File: src/rtl/dseq_pkg.sv
package dseq_pkg;
  typedef enum logic [2:0] {
    CMD_NOP = 3'd0,
    CMD_ACT = 3'd1,
    CMD_RD  = 3'd2,
    CMD_WR  = 3'd3,
    CMD_PRE = 3'd4
  } dcmd_e;
endpackage

File: src/rtl/dseq_down_counter.sv
// Loadable down counter that rests at zero; zero means the guarded spacing has elapsed.
module dseq_down_counter #(
  parameter int W = 4
) (
  input  logic         clk,
  input  logic         rst_n,
  input  logic         load,
  input  logic [W-1:0] load_val,
  output logic         zero
);
  logic [W-1:0] cnt;

  always_ff @(posedge clk) begin
    if (!rst_n)            cnt <= '0;
    else if (load)         cnt <= load_val;
    else if (cnt != '0)    cnt <= cnt - 1'b1;
  end

  assign zero = (cnt == '0);
endmodule

File: src/rtl/dseq_bank_state.sv
// Per-bank row state and timers: row cycle, activate-to-column, precharge recovery, burst.
module dseq_bank_state #(
  parameter int ROW_W = 14,
  parameter int T_RC  = 20,
  parameter int T_RCD = 5,
  parameter int T_RP  = 5
) (
  input  logic             clk,
  input  logic             rst_n,
  input  logic             do_act,
  input  logic             do_col,
  input  logic             do_pre,
  input  logic             closed_mode,
  input  logic [ROW_W-1:0] act_row,
  input  logic [2:0]       bl_m1,
  output logic             is_open,
  output logic [ROW_W-1:0] open_row,
  output logic             act_ok,
  output logic             col_ok,
  output logic             pre_ok,
  output logic             close_pend
);
  localparam int RC_W  = $clog2(T_RC + 1);
  localparam int RCD_W = $clog2(T_RCD + 1);
  localparam int RP_W  = $clog2(T_RP + 1);
  localparam logic [RC_W-1:0]  RC_LOAD  = RC_W'(T_RC - 1);
  localparam logic [RCD_W-1:0] RCD_LOAD = RCD_W'(T_RCD - 1);
  localparam logic [RP_W-1:0]  RP_LOAD  = RP_W'(T_RP - 1);

  logic rc_done, rcd_done, rp_done, bst_done;

  dseq_down_counter #(.W(RC_W)) u_rc (
    .clk(clk), .rst_n(rst_n), .load(do_act), .load_val(RC_LOAD), .zero(rc_done));
  dseq_down_counter #(.W(RCD_W)) u_rcd (
    .clk(clk), .rst_n(rst_n), .load(do_act), .load_val(RCD_LOAD), .zero(rcd_done));
  dseq_down_counter #(.W(RP_W)) u_rp (
    .clk(clk), .rst_n(rst_n), .load(do_pre), .load_val(RP_LOAD), .zero(rp_done));
  dseq_down_counter #(.W(3)) u_bst (
    .clk(clk), .rst_n(rst_n), .load(do_col), .load_val(bl_m1), .zero(bst_done));

  always_ff @(posedge clk) begin
    if (!rst_n) begin
      is_open    <= 1'b0;
      open_row   <= '0;
      close_pend <= 1'b0;
    end else begin
      if (do_act) begin
        is_open  <= 1'b1;
        open_row <= act_row;
      end else if (do_pre) begin
        is_open  <= 1'b0;
      end
      if (do_pre)                     close_pend <= 1'b0;
      else if (do_col && closed_mode) close_pend <= 1'b1;
    end
  end

  assign act_ok = !is_open && rc_done && rp_done;
  assign col_ok = rcd_done;
  assign pre_ok = is_open && bst_done;
endmodule

File: src/rtl/dram_cmd_seq.sv
module dram_cmd_seq
  import dseq_pkg::*;
#(
  parameter int NUM_BANKS = 8,
  parameter int ROW_W     = 14,
  parameter int COL_W     = 10,
  parameter int T_RC      = 20,
  parameter int T_RRD     = 3,
  parameter int T_RCD     = 5,
  parameter int T_RP      = 5,
  parameter int BANK_W    = $clog2(NUM_BANKS)
) (
  input  logic              clk,
  input  logic              rst_n,
  input  logic              page_closed,
  input  logic              bl8_sel,
  input  logic              req_valid,
  output logic              req_ready,
  input  logic              req_write,
  input  logic [BANK_W-1:0] req_bank,
  input  logic [ROW_W-1:0]  req_row,
  input  logic [COL_W-1:0]  req_col,
  output logic [2:0]        cmd_code,
  output logic [BANK_W-1:0] cmd_bank,
  output logic [ROW_W-1:0]  cmd_row,
  output logic [COL_W-1:0]  cmd_col,
  output logic              resp_valid,
  output logic              resp_write
);
  localparam int RRD_W = $clog2(T_RRD + 1);
  localparam logic [RRD_W-1:0] RRD_LOAD = RRD_W'(T_RRD - 1);

  // Holding slot for the oldest unserved request
  logic              hv, h_wr;
  logic [BANK_W-1:0] h_bank;
  logic [ROW_W-1:0]  h_row;
  logic [COL_W-1:0]  h_col;

  logic [NUM_BANKS-1:0] b_open, b_act_ok, b_col_ok, b_pre_ok, b_pend;
  logic [NUM_BANKS-1:0] do_act, do_col, do_pre, close_req;
  logic [ROW_W-1:0]     b_row [NUM_BANKS];

  logic [2:0]        bl_m1;
  logic              rrd_zero, bus_zero;
  logic              close_any, cur_open, cur_hit, col_fire;
  logic [BANK_W-1:0] close_idx, nxt_bank;
  dcmd_e             nxt_cmd;

  assign bl_m1 = bl8_sel ? 3'd7 : 3'd3;

  genvar gb;
  generate
    for (gb = 0; gb < NUM_BANKS; gb++) begin : g_bank
      dseq_bank_state #(
        .ROW_W(ROW_W), .T_RC(T_RC), .T_RCD(T_RCD), .T_RP(T_RP)
      ) u_bank (
        .clk        (clk),
        .rst_n      (rst_n),
        .do_act     (do_act[gb]),
        .do_col     (do_col[gb]),
        .do_pre     (do_pre[gb]),
        .closed_mode(page_closed),
        .act_row    (h_row),
        .bl_m1      (bl_m1),
        .is_open    (b_open[gb]),
        .open_row   (b_row[gb]),
        .act_ok     (b_act_ok[gb]),
        .col_ok     (b_col_ok[gb]),
        .pre_ok     (b_pre_ok[gb]),
        .close_pend (b_pend[gb])
      );
      // Policy close, held back when the waiting request hits this very row
      assign close_req[gb] = b_pend[gb] && b_pre_ok[gb] &&
                             !(hv && (h_bank == BANK_W'(gb)) && (b_row[gb] == h_row));
      assign do_act[gb] = (nxt_cmd == CMD_ACT) && (nxt_bank == BANK_W'(gb));
      assign do_pre[gb] = (nxt_cmd == CMD_PRE) && (nxt_bank == BANK_W'(gb));
      assign do_col[gb] = col_fire && (nxt_bank == BANK_W'(gb));
    end
  endgenerate

  // Shared timers: bank-to-bank activate spacing and data-bus occupancy
  dseq_down_counter #(.W(RRD_W)) u_rrd (
    .clk(clk), .rst_n(rst_n), .load(nxt_cmd == CMD_ACT), .load_val(RRD_LOAD), .zero(rrd_zero));
  dseq_down_counter #(.W(3)) u_bus (
    .clk(clk), .rst_n(rst_n), .load(col_fire), .load_val(bl_m1), .zero(bus_zero));

  // Lowest-numbered bank waiting for a policy close
  always_comb begin
    close_any = 1'b0;
    close_idx = '0;
    for (int i = NUM_BANKS - 1; i >= 0; i--) begin
      if (close_req[i]) begin
        close_any = 1'b1;
        close_idx = BANK_W'(i);
      end
    end
  end

  assign cur_open = b_open[h_bank];
  assign cur_hit  = cur_open && (b_row[h_bank] == h_row);

  // One command per cycle; the held request is never bypassed by a later one
  always_comb begin
    nxt_cmd  = CMD_NOP;
    nxt_bank = h_bank;
    if (close_any) begin
      nxt_cmd  = CMD_PRE;
      nxt_bank = close_idx;
    end else if (hv) begin
      if (cur_hit) begin
        if (b_col_ok[h_bank] && bus_zero) nxt_cmd = h_wr ? CMD_WR : CMD_RD;
      end else if (cur_open) begin
        if (b_pre_ok[h_bank]) nxt_cmd = CMD_PRE;
      end else begin
        if (b_act_ok[h_bank] && rrd_zero) nxt_cmd = CMD_ACT;
      end
    end
  end

  assign col_fire  = (nxt_cmd == CMD_RD) || (nxt_cmd == CMD_WR);
  assign req_ready = !hv || col_fire;

  always_ff @(posedge clk) begin
    if (!rst_n) begin
      hv     <= 1'b0;
      h_wr   <= 1'b0;
      h_bank <= '0;
      h_row  <= '0;
      h_col  <= '0;
    end else if (req_ready) begin
      hv <= req_valid;
      if (req_valid) begin
        h_wr   <= req_write;
        h_bank <= req_bank;
        h_row  <= req_row;
        h_col  <= req_col;
      end
    end
  end

  always_ff @(posedge clk) begin
    if (!rst_n) begin
      cmd_code   <= CMD_NOP;
      cmd_bank   <= '0;
      cmd_row    <= '0;
      cmd_col    <= '0;
      resp_valid <= 1'b0;
      resp_write <= 1'b0;
    end else begin
      cmd_code   <= nxt_cmd;
      cmd_bank   <= nxt_bank;
      cmd_row    <= h_row;
      cmd_col    <= h_col;
      resp_valid <= col_fire;
      resp_write <= col_fire && h_wr;
    end
  end
endmodule

File: config.mk
export PLATFORM = sky130hd
export DESIGN_NAME = dram_cmd_seq
export DESIGN_NICKNAME = d
export VERILOG_FILES = /design/src/rtl/dseq_pkg.sv /design/src/rtl/dseq_down_counter.sv /design/src/rtl/dseq_bank_state.sv /design/src/rtl/dram_cmd_seq.sv
export SDC_FILE = /design/constraint.sdc
export NUM_CORES = 1
export LEC_CHECK = 0
export BUFFER_PORTS_ARGS = -buffer_cell sky130_fd_sc_hd__buf_2
export CAP_MARGIN = 15
export CORE_ASPECT_RATIO = 0.75
export CORE_MARGIN = 2
export CORE_UTILIZATION = 60
export DETAILED_ROUTE_END_ITERATION = 16
export PLACE_DENSITY = 0.78
export SLEW_MARGIN = 20
export SYNTH_ARGS = -nofsm -noshare
export SYNTH_HDL_FRONTEND = slang
export SYNTH_HIERARCHICAL = 1
export SYNTH_SLANG_ARGS = --single-unit
File: constraint.sdc
create_clock -name clk -period 9.14 [get_ports clk]
set_input_delay 1.828 -clock clk [delete_from_list [all_inputs] [get_ports clk]]
set_output_delay 1.828 -clock clk [all_outputs]
set_load 0.01 [all_outputs]
==> impl_metrics.toml, run 1 <==
[timing]
rsz0062_at_grt = "false"
final_max_slew_viol_count = 0
max_freq_mhz = 163.1
finalSetupTns_ns = 0
tightest_slew_ns = 1.083
min_period_ns = 6.130
hold_viol_final = 0
slew_headroom_pct = 27.68
timing.final.crit_share_pct = 67.07
fin_skew_ns = 0.02079
setup_violations = 0

[clock_tree]
clockBufferDepth = 3
cts.reportedPaths.clkPinSlew_ns = 0.06
cts_root_buffer = "clkbuf_16"
cts_inserted_buffers = 31
cts_tree = "done"
clkLatencyLatePin_ns = 0.58
cts_hold_buf = 0
post_cts.repair.setup_buffers = 0
h-tree-depth = 1
cts_resized = 0
cts.sink_count = 306

[hold_path]
hold-path-endpoint = "cmd_col[8]"
hp-class = "reg2reg"
hold_depth = 2
hp-start = "h_col[8]"

[worst_setup_path]
crit_start = "h_bank[1]"
path_cells = "buf_4 -> nand2b_1 -> o22ai_1 -> a22oi_1 -> nand3_1 -> a2111oi_0 -> and4_1 -> a21boi_0 -> inv_1 -> buf_2"
path_max_fanout = 36
arrival_ns = 4.30
slowest_delay_ns = 0.90
r2r_end = "g_bank[4].u_bank/u_rcd/cnt[0]"
cp_slowest_cell = "dfxtp_2"
reg2reg_from = "h_bank[1]"
end_kind = "primary output"
critPathBufInv = 3
r2r_cells = 12
critPathTopFamily = "compound AO/OA/AOI/OAI gates"
required_ns = 7.31
r2r_slack_ns = 3.65
worstSetupPathType = "reg2out"
startpoint_type = "register"

[detailed_routing]
top_layer = "met4"
drt-met1-wl_um = 19620
wl_per_cell_um = 17.70
drt_pass1_iterations = 5
wl_met2_um = 18520
ant_nets = 0
dr_wl_met3_um = 3547
num_vias = 13800
drt-total-wl_um = 42670
drcViolationCount = 0
viasPerCell = 5.725
drt-initial-drc-count = 1404

[die]
start_util_pct = 61.16
core_area_sq_um = 29120
dieWidth_um = 202.9
rows = 54
die_h_um = 153.2
io_pins = 66
die_area_sq_um = 31090

[final_layout]
fin_nets = 2085
n_antenna_cell = 0
stdcell_count = 2410
synthToLayoutAreaGrowth_pct = 10.06
drive_gt1_share_pct = 12.98

[synth]
ys_top_cells_by_count = "306 x dfxtp_1, 203 x nor2b_1, 162 x inv_1"
yosys_warnings = 6
synth-edff-count = 0
ys_types = 72
yosysMostFrequentCell = "dfxtp_1"
synthCells = 1867
synth.cell_area_sq_um = 17810
synth_seq_cells = 306
yosysTopAreaCell = "dfxtp_1"
ys.flop_type = "dfxtp_1"
seq_area_frac_synth_pct = 34.39
synth_async_sr_flop_share_pct = 0
synth_top_area_share_pct = 34.39
netlist_top_cells_area = "dfxtp_1 34%, mux2i_1 9.0%, nor2b_1 7.1%"
synth.avg_cell_area_sq_um = 9.540

[place]
dpl.hpwl_um = 29170
place_congestion = 0.9563
place_inst = 2352
io_buffers = 65

[grt]
grt_first_pass_wirelength_um = 68350
grt_pass1_vias = 13030
track_usage_pct = 26.89
grt-ovfl-total = 0
antenna_found_initial = 0
grt_start_max_net_pins = 213

[pwr]
ir_worst_vdd_v = 0.0001615
p_per_area_nw_per_um2 = 244.5
power.leakage_nw = 7.681

[status]
status = "finished clean"

[flow_run]
maxCapViolCount = 0
==> cell usage in the layout (no fill, tap or decap), types with 9 or more instances in the layout <==
master / Yosys / final
a2111oi_1: 50 / 50
a21oi_1: 19 / 19
and2_1: 14 / 14
buf_2: 20 / 64
buf_4: 6 / 20
clkbuf_16: 0 / 31
conb_1: 18 / 108
dfxtp_1: 306 / 304
ha_1: 59 / 59
inv_1: 162 / 162
mux2_2: 19 / 19
mux2i_1: 161 / 161
mux4_2: 12 / 12
nand2_1: 99 / 99
nand2b_1: 31 / 31
nand3_1: 58 / 58
nand4_1: 38 / 38
nor2_1: 28 / 20
nor2b_1: 203 / 203
nor2b_2: 50 / 50
nor3_1: 27 / 27
nor3b_1: 37 / 36
nor4_1: 11 / 11
nor4b_1: 50 / 50
o211ai_1: 9 / 9
o21a_1: 9 / 9
o22ai_1: 17 / 17
o311a_1: 25 / 25
o311ai_0: 16 / 16
or2b_1: 25 / 25
xnor2_1: 108 / 108
xor2_1: 26 / 26
==> per-stage QoR <==
stage	worst slack, ns	power [mW]	hold WS (ns)	utilization (%)	area (sq um)
floorplan	4.957	3.029	0.4040	-	18150
global placement	3.771	3.309	0.4095	63.42	18470
detailed placement	3.698	3.394	0.4202	63.42	18470
CTS	3.058	4.807	0.4395	67.30	19600
global route	2.658	5.103	0.4637	67.32	19600
finish	3.010	4.793	0.4361	67.32	19600
==> how the worst max path moves through the flow <==
stage | end | slack, ns | depth (start not counted)
2_1_floorplan | req_ready | 4.96 | 9
3_3_place_gp | req_ready | 3.77 | 10
3_5_place_dp | req_ready | 3.70 | 10
4_1_cts | req_ready | 3.06 | 10
5_1_grt | req_ready | 2.66 | 10
6_report | req_ready | 3.01 | 10
==> metal layers <==
layer | GRT usage [%] | up-vias
li1 | - | 6683
met3 | 5.522 | 76
met5 | 0 | -
met2 | 41.75 | 501
met1 | 38.20 | 6537
met4 | 6.708 | 0
==> cell families (layout without fill, tap and decap cells) <==
group	count (synthesis)	count (layout)	synth area share, %
simple gates	707	707	25.70
flops	306	306	34.39
buf+inv	254	315	7.629
compound gates	195	195	9.273
mux	194	194	11.89
xor+xnor	134	134	6.589
fa+ha+maj	59	59	4.145
other cells	18	108	0.3793
==> worst reg2reg max path: stages (launching register included) <==
cell and delay [ns]:
dfxtp_2 0.90, buf_4 0.58, and4b_1 0.27, nand4_1 0.09
nor4_1 0.49, o22ai_1 0.26, nor4_4 0.36, nor4b_2 0.61
nand2_1 0.32, nor2_2 0.56, buf_4 0.44, nor2b_1 0.10
a2111oi_1 0.39
==> registers in the layout, summed over array words and instances, names as in the netlist <==
name                      count
resp_write                    1
g_bank.u_bank/u_rc/cnt       40
resp_valid                    1
h_wr                          1
u_bus/cnt                     3
g_bank.u_bank/u_bst/cnt      24
g_bank.u_bank/is_open         8
cmd_row                      14
cmd_code                      3
g_bank.u_bank/open_row      112
h_col                        10
g_bank.u_bank/u_rp/cnt       24
u_rrd/cnt                     2
cmd_bank                      3
h_bank                        3
g_bank.u_bank/u_rcd/cnt      24
g_bank.u_bank/close_pend      8
cmd_col                      10
h_row                        14
hv                            1
==> final cells by class <==
class | instances | area [sq um]
Clock buffer | 38 | 832.0
Sequential cell | 306 | 6128
Fill cell | 2326 | 9518
Multi-Input combinational cell | 1397 | 10710
Timing Repair Buffer | 86 | 504.2
Tap cell | 392 | 490.5
Inverter | 171 | 641.9
Clock inverter | 20 | 296.5
==> report_power, final <==
| part | internal [mW] | total (mW) | switching, mW |
|---|---|---|---|
| Clock | 0.847 | 1.40 | 0.556 |
| Combinational | 0.785 | 1.59 | 0.800 |
| Sequential | 1.57 | 1.80 | 0.232 |
| Total | 3.20 | 4.79 | 1.59 |
Power figures use the tool's default switching activity.
==> run 2, diff against run 1 <==
--- a/config.mk
+++ b/config.mk
@@ -9,9 +9,9 @@
 export CAP_MARGIN = 15
 export CORE_ASPECT_RATIO = 0.75
 export CORE_MARGIN = 2
-export CORE_UTILIZATION = 60
+export CORE_UTILIZATION = 57
 export DETAILED_ROUTE_END_ITERATION = 16
-export PLACE_DENSITY = 0.78
+export PLACE_DENSITY = 0.77
 export SLEW_MARGIN = 20
 export SYNTH_ARGS = -nofsm -noshare
 export SYNTH_HDL_FRONTEND = slang
==> constraint.sdc (replaced) <==
create_clock -name clk -period 5.5 [get_ports clk]
set_input_delay 1.1 -clock clk [delete_from_list [all_inputs] [get_ports clk]]
set_output_delay 1.1 -clock clk [all_outputs]
set_load 0.01 [all_outputs]
==> run 2 against run 1 <==
First-iteration DRC count grew 5.6%; sequential power up 66%; critical path type unchanged; highest routed layer unchanged; worst hold slack about the same; die area increased by 5.1%; combinational power up 67%; largest cell class unchanged; non-clock buffer count increased by 34; critical path depth is 1 lower; critical endpoint unchanged.
==> impl_metrics.toml, run 2 (synthesis results as in run 1) <==
[detailed_routing]
wl_met2_um = 18260
ant_nets = 0
drt-initial-drc-count = 1483
num_vias = 13910
viasPerCell = 5.658
top_layer = "met4"
drt-total-wl_um = 42920
drcViolationCount = 0
drt-met1-wl_um = 20160
drt_pass1_iterations = 5
dr_wl_met3_um = 3188
wl_per_cell_um = 17.46

[final_layout]
largest_reg_flops = 112
multiInputGateArea_sq_um = 10710
n_antenna_cell = 0
top_register = "g_bank.u_bank/open_row"
fin_nets = 2119
reg_top3 = "g_bank.u_bank/open_row: 112 flops, g_bank.u_bank/u_rc/cnt: 40 flops"
seq_area_sq_um = 6128
final_common_cell = "dfxtp_1"
layout_common_cells = "304 x dfxtp_1, 203 x nor2b_1, 162 x inv_1"
drive_gt1_share_pct = 14.57
finish.utilization_pct = 63.96
nFillCells = 2523
synthToLayoutAreaGrowth_pct = 11.46

[clock_tree]
clkLatencyLatePin_ns = 0.58
h-tree-depth = 1
post_cts.repair.setup_buffers = 0
cts_inserted_buffers = 31
cts.sink_count = 306
cts_root_buffer = "clkbuf_16"
cts_resized = 0
cts_tree = "done"
cts_hold_buf = 0
clockBufferDepth = 3
cts.reportedPaths.clkPinSlew_ns = 0.07

[die]
rows = 56
die_h_um = 157.1
io_pins = 66
core_area_sq_um = 31040
die_area_sq_um = 32690
dieWidth_um = 208.1
start_util_pct = 57.38

[worst_setup_path]
slowest_delay_ns = 1.00
r2r_cells = 11
end_kind = "primary output"
cp.depth = 9
path_max_fanout = 32
critPathBufInv = 2
path_cells = "nor4bb_1 -> nand4_1 -> nor4_1 -> o22ai_1 -> nor4_4 -> and4bb_4 -> a21boi_0 -> inv_1 -> buf_2"
critPathTopFamily = "simple AND/OR/NAND/NOR gates"
required_ns = 4.40
startpoint_type = "register"
arrival_ns = 4.11
worstSetupPathType = "reg2out"
cp_slowest_cell = "dfxtp_1"

[grt]
track_usage_pct = 26.25
antenna_found_initial = 0
grt-ovfl-total = 0
grt_pass1_vias = 13310
grt_first_pass_wirelength_um = 69950
grt_start_max_net_pins = 111

[timing]
timing.final.crit_share_pct = 94.77
hold_viol_final = 0
layout_setup_ws_ns = 0.2879
fin_hold_ws_ns = 0.4358
fin_skew_ns = 0.02044
final_max_slew_viol_count = 0
setup_violations = 0
tightest_slew_ns = 1.025
finalSetupTns_ns = 0
max_freq_mhz = 191.9
min_period_ns = 5.212
rsz0062_at_grt = "false"
slew_headroom_pct = 31.58

[hold_path]
hold_depth = 2
hp-class = "reg2reg"

[place]
dp_slack_ns = 0.6976
dpl.hpwl_um = 30600
io_buffers = 65
place_congestion = 0.9682

[pwr]
p_per_area_nw_per_um2 = 397.3
ir_worst_vdd_v = 0.0003045
power.leakage_nw = 7.838

[flow_run]
maxCapViolCount = 0

[status]
status = "finished clean"
run 2: cell types whose count changed in the layout (fill, tap and decap cells not counted), moves of 3 or more:
cell        delta
clkinvlp_4     +3
clkbuf_1       -3
buf_4         +33
clkinv_2       -3
inv_6          +4
bufinv_16      -3
run 2: final cells by class:
type,count,area share (%)
flip-flops and latches,306,30.87
multi-input cells,1397,53.95
well taps,406,2.559
clock buffers,36,4.204
clock inverters,22,1.298
inverters,171,3.233
repair buffers,120,3.889
run 2: worst min-delay path: cells and delay by family, from the launching register on:
kind	cells	cell delay, ns
simple gates	1	0.06
flops	1	0.31
buf+inv	1	0.05
run 2: through the flow:
stage          cells  cell area [sq um]  total power, mW
4_1_cts         2458              19850            7.918
5_1_grt         2458              19850            8.415
2_1_floorplan   1957              18150            5.033
6_report        2458              19850            7.888
3_3_place_gp    2400              18750            5.510
3_5_place_dp    2400              18750            5.643
run 2: report_power, final:
group          switching (mW)  internal [mW]
clock network           0.961           1.29
logic                    1.34           1.32
registers               0.366           2.61
run 2: worst paths after layout:
kind              startpoint                            to  slack (ns)
setup reg to reg   h_bank[2]  g_bank[7].u_bank/u_rc/cnt[0]        0.50
hold / removal      h_col[5]                    cmd_col[5]        0.44
hold reg to reg     h_col[5]                    cmd_col[5]        0.44
setup / recovery   h_bank[2]                     req_ready        0.29
run 2: metal layers:
metal,GRT usage (%),up-vias
met1,37.13,6613
met3,4.649,88
met2,40.76,460
li1,-,6747
met5,0,-
met4,8.393,0
==> run 3, diff against run 2 <==
--- a/config.mk
+++ b/config.mk
@@ -9,9 +9,8 @@
 export CAP_MARGIN = 15
 export CORE_ASPECT_RATIO = 0.75
 export CORE_MARGIN = 2
-export CORE_UTILIZATION = 57
+export CORE_UTILIZATION = 36
 export DETAILED_ROUTE_END_ITERATION = 16
-export PLACE_DENSITY = 0.77
 export SLEW_MARGIN = 20
 export SYNTH_ARGS = -nofsm -noshare
 export SYNTH_HDL_FRONTEND = slang
==> run 3 against run 2 <==
Clock power rose by 12%; critical path depth did not move; count of clock-buffer cells in the layout rose by 6; die area rose by 57%; worst setup slack improved by 0.23 ns; combinational power barely moved; critical path type unchanged.
==> impl_metrics.toml, run 3 (synthesis results as in run 1) <==
[status]
status = "finished clean"

[pwr]
p_clk_share_pct = 30.9
sequentialPowerShare_pct = 36.5
swShare_pct = 33.05
p_per_area_nw_per_um2 = 401.9
ir_worst_vdd_v = 0.0002688
power_mw = 8.159
power.leakage_nw = 7.889
intPower_mw = 5.462
p_sw_mw = 2.697
combPwrFrac_pct = 32.6

[timing]
slew_headroom_pct = 40.81
max_freq_mhz = 200.7
rsz0062_at_grt = "false"
hold_viol_final = 0
timing.final.crit_share_pct = 90.57
min_period_ns = 4.982
tightest_slew_ns = 0.8879
fin_skew_ns = 0.04167
setup_violations = 0
finalSetupTns_ns = 0
final_max_slew_viol_count = 0

[final_layout]
n_antenna_cell = 0
reg_top3 = "g_bank.u_bank/open_row: 112 flops, g_bank.u_bank/u_rc/cnt: 40 flops"
finish.utilization_pct = 41.61
largest_reg_flops = 112
stdcell_count = 2697
layout_common_cells = "304 x dfxtp_1, 203 x nor2b_1, 162 x inv_1"
final_area_sq_um = 20300
seq_area_sq_um = 6128
multiInputGateArea_sq_um = 10720
top_register = "g_bank.u_bank/open_row"
final_common_cell = "dfxtp_1"
fin_nets = 2120
synthToLayoutAreaGrowth_pct = 13.97
nFillCells = 4700
drive_gt1_share_pct = 14.40

[clock_tree]
h-tree-depth = 2
cts_tree = "done"
post_cts.repair.setup_buffers = 0
cts_inserted_buffers = 35
cts_root_buffer = "clkbuf_16"
clkLatencyLatePin_ns = 0.56
clockBufferDepth = 3
cts_hold_buf = 0
cts_resized = 0
cts.reportedPaths.clkPinSlew_ns = 0.06
cts.sink_count = 306

[worst_setup_path]
path_max_fanout = 22
r2r_slack_ns = 0.65
arrival_ns = 3.88
worstSetupPathType = "reg2out"
r2r_end = "g_bank[5].u_bank/u_rcd/cnt[0]"
r2r_cells = 11
required_ns = 4.40
end_kind = "primary output"
startpoint_type = "register"
reg2reg_from = "h_bank[2]"

[grt]
use_met3_pct = 3.807
use_met1_pct = 26.31
grt-busiest-layer = "met1"
grt_start_max_net_pins = 129
grt_pass1_vias = 12890
antenna_found_initial = 1
grtUsageMet2_pct = 24.94
track_usage_pct = 17.38
grt-ovfl-total = 0
grt_first_pass_wirelength_um = 70970

[die]
start_util_pct = 36.51
die_h_um = 196.6
core_area_sq_um = 48780
rows = 70
io_pins = 66
die_area_sq_um = 51290
dieWidth_um = 260.8

[detailed_routing]
ant_nets = 0
viasPerCell = 5.033
drt-total-wl_um = 45100
drt_pass1_iterations = 7
drt-initial-drc-count = 1196
wl_per_cell_um = 16.72
drcViolationCount = 0
num_vias = 13570

[place]
dpl_cell_area_sq_um = 19080
place_inst = 2639
io_buffers = 65
place_congestion = 0.9152
dpl.hpwl_um = 32230

[hold_path]
hold_depth = 2
hp-start = "h_col[1]"
hp-class = "reg2reg"
hold-path-endpoint = "cmd_col[1]"

[flow_run]
maxCapViolCount = 0
[run 3: cell count changes in the layout (fill, tap and decap cells not counted), sizes merged]
cell / previous run / this run
clkinv: 10 / 4
clkbuf: 37 / 42
buf: 119 / 117
bufinv: 4 / 6
clkinvlp: 4 / 3
inv: 175 / 174
[run 3: power groups by stage]
stage	clock network (mW)	logic, mW	registers [mW]
after global placement	0	2.56	3.00
after CTS	2.59	2.67	2.97
final	2.52	2.66	2.98
after global routing	2.68	3.00	3.03
after detailed placement	0	2.65	3.01
after floorplan	0	2.12	2.92
[run 3: worst max-delay path by stage]
stage	slack, ns	to	from
after floorplan	1.97	g_bank[2].u_bank/open_row[2]	h_row[13]
after global placement	0.93	g_bank[7].u_bank/u_rc/cnt[4]	h_bank[2]
after detailed placement	0.70	g_bank[5].u_bank/u_rcd/cnt[0]	h_bank[2]
after CTS	0.54	req_ready	h_bank[2]
after global routing	0.34	g_bank[5].u_bank/u_rcd/cnt[0]	h_bank[2]
final	0.52	req_ready	h_bank[2]
[run 3: layer usage]
metal / wire (um) / part of all wire [%]
met5: 0 / 0
met4: 656 / 1.5
met3: 3386 / 7.5
met2: 18260 / 40
met1: 22800 / 51
[run 3: worst max-delay path, stage by stage (launching register included)]
cell and delay, ns:
dfxtp_1 0.83, clkinv_1 0.47, a2bb2oi_1 0.36, o211ai_1 0.14
xnor2_1 0.17, nor4_1 0.33, and4_1 0.55, a21boi_0 0.22
inv_1 0.12, buf_2 0.14
[run 3: through the flow]
stage	hold WS, ns	setup slack, ns
3_5_place_dp	0.4160	0.6968
2_1_floorplan	0.4040	1.973
5_1_grt	0.4581	0.3358
3_3_place_gp	0.4098	0.9337
6_report	0.4316	0.5184
4_1_cts	0.4332	0.5449
[run 3: area by class of cell]
cell class | instances | area share (%)
tap | 648 | 3.994
inverter | 171 | 3.162
clock buffer | 42 | 4.740
multi-input combinational | 1397 | 52.81
timing repair buffer | 117 | 3.822
sequential | 306 | 30.19
clock inverter | 16 | 1.282
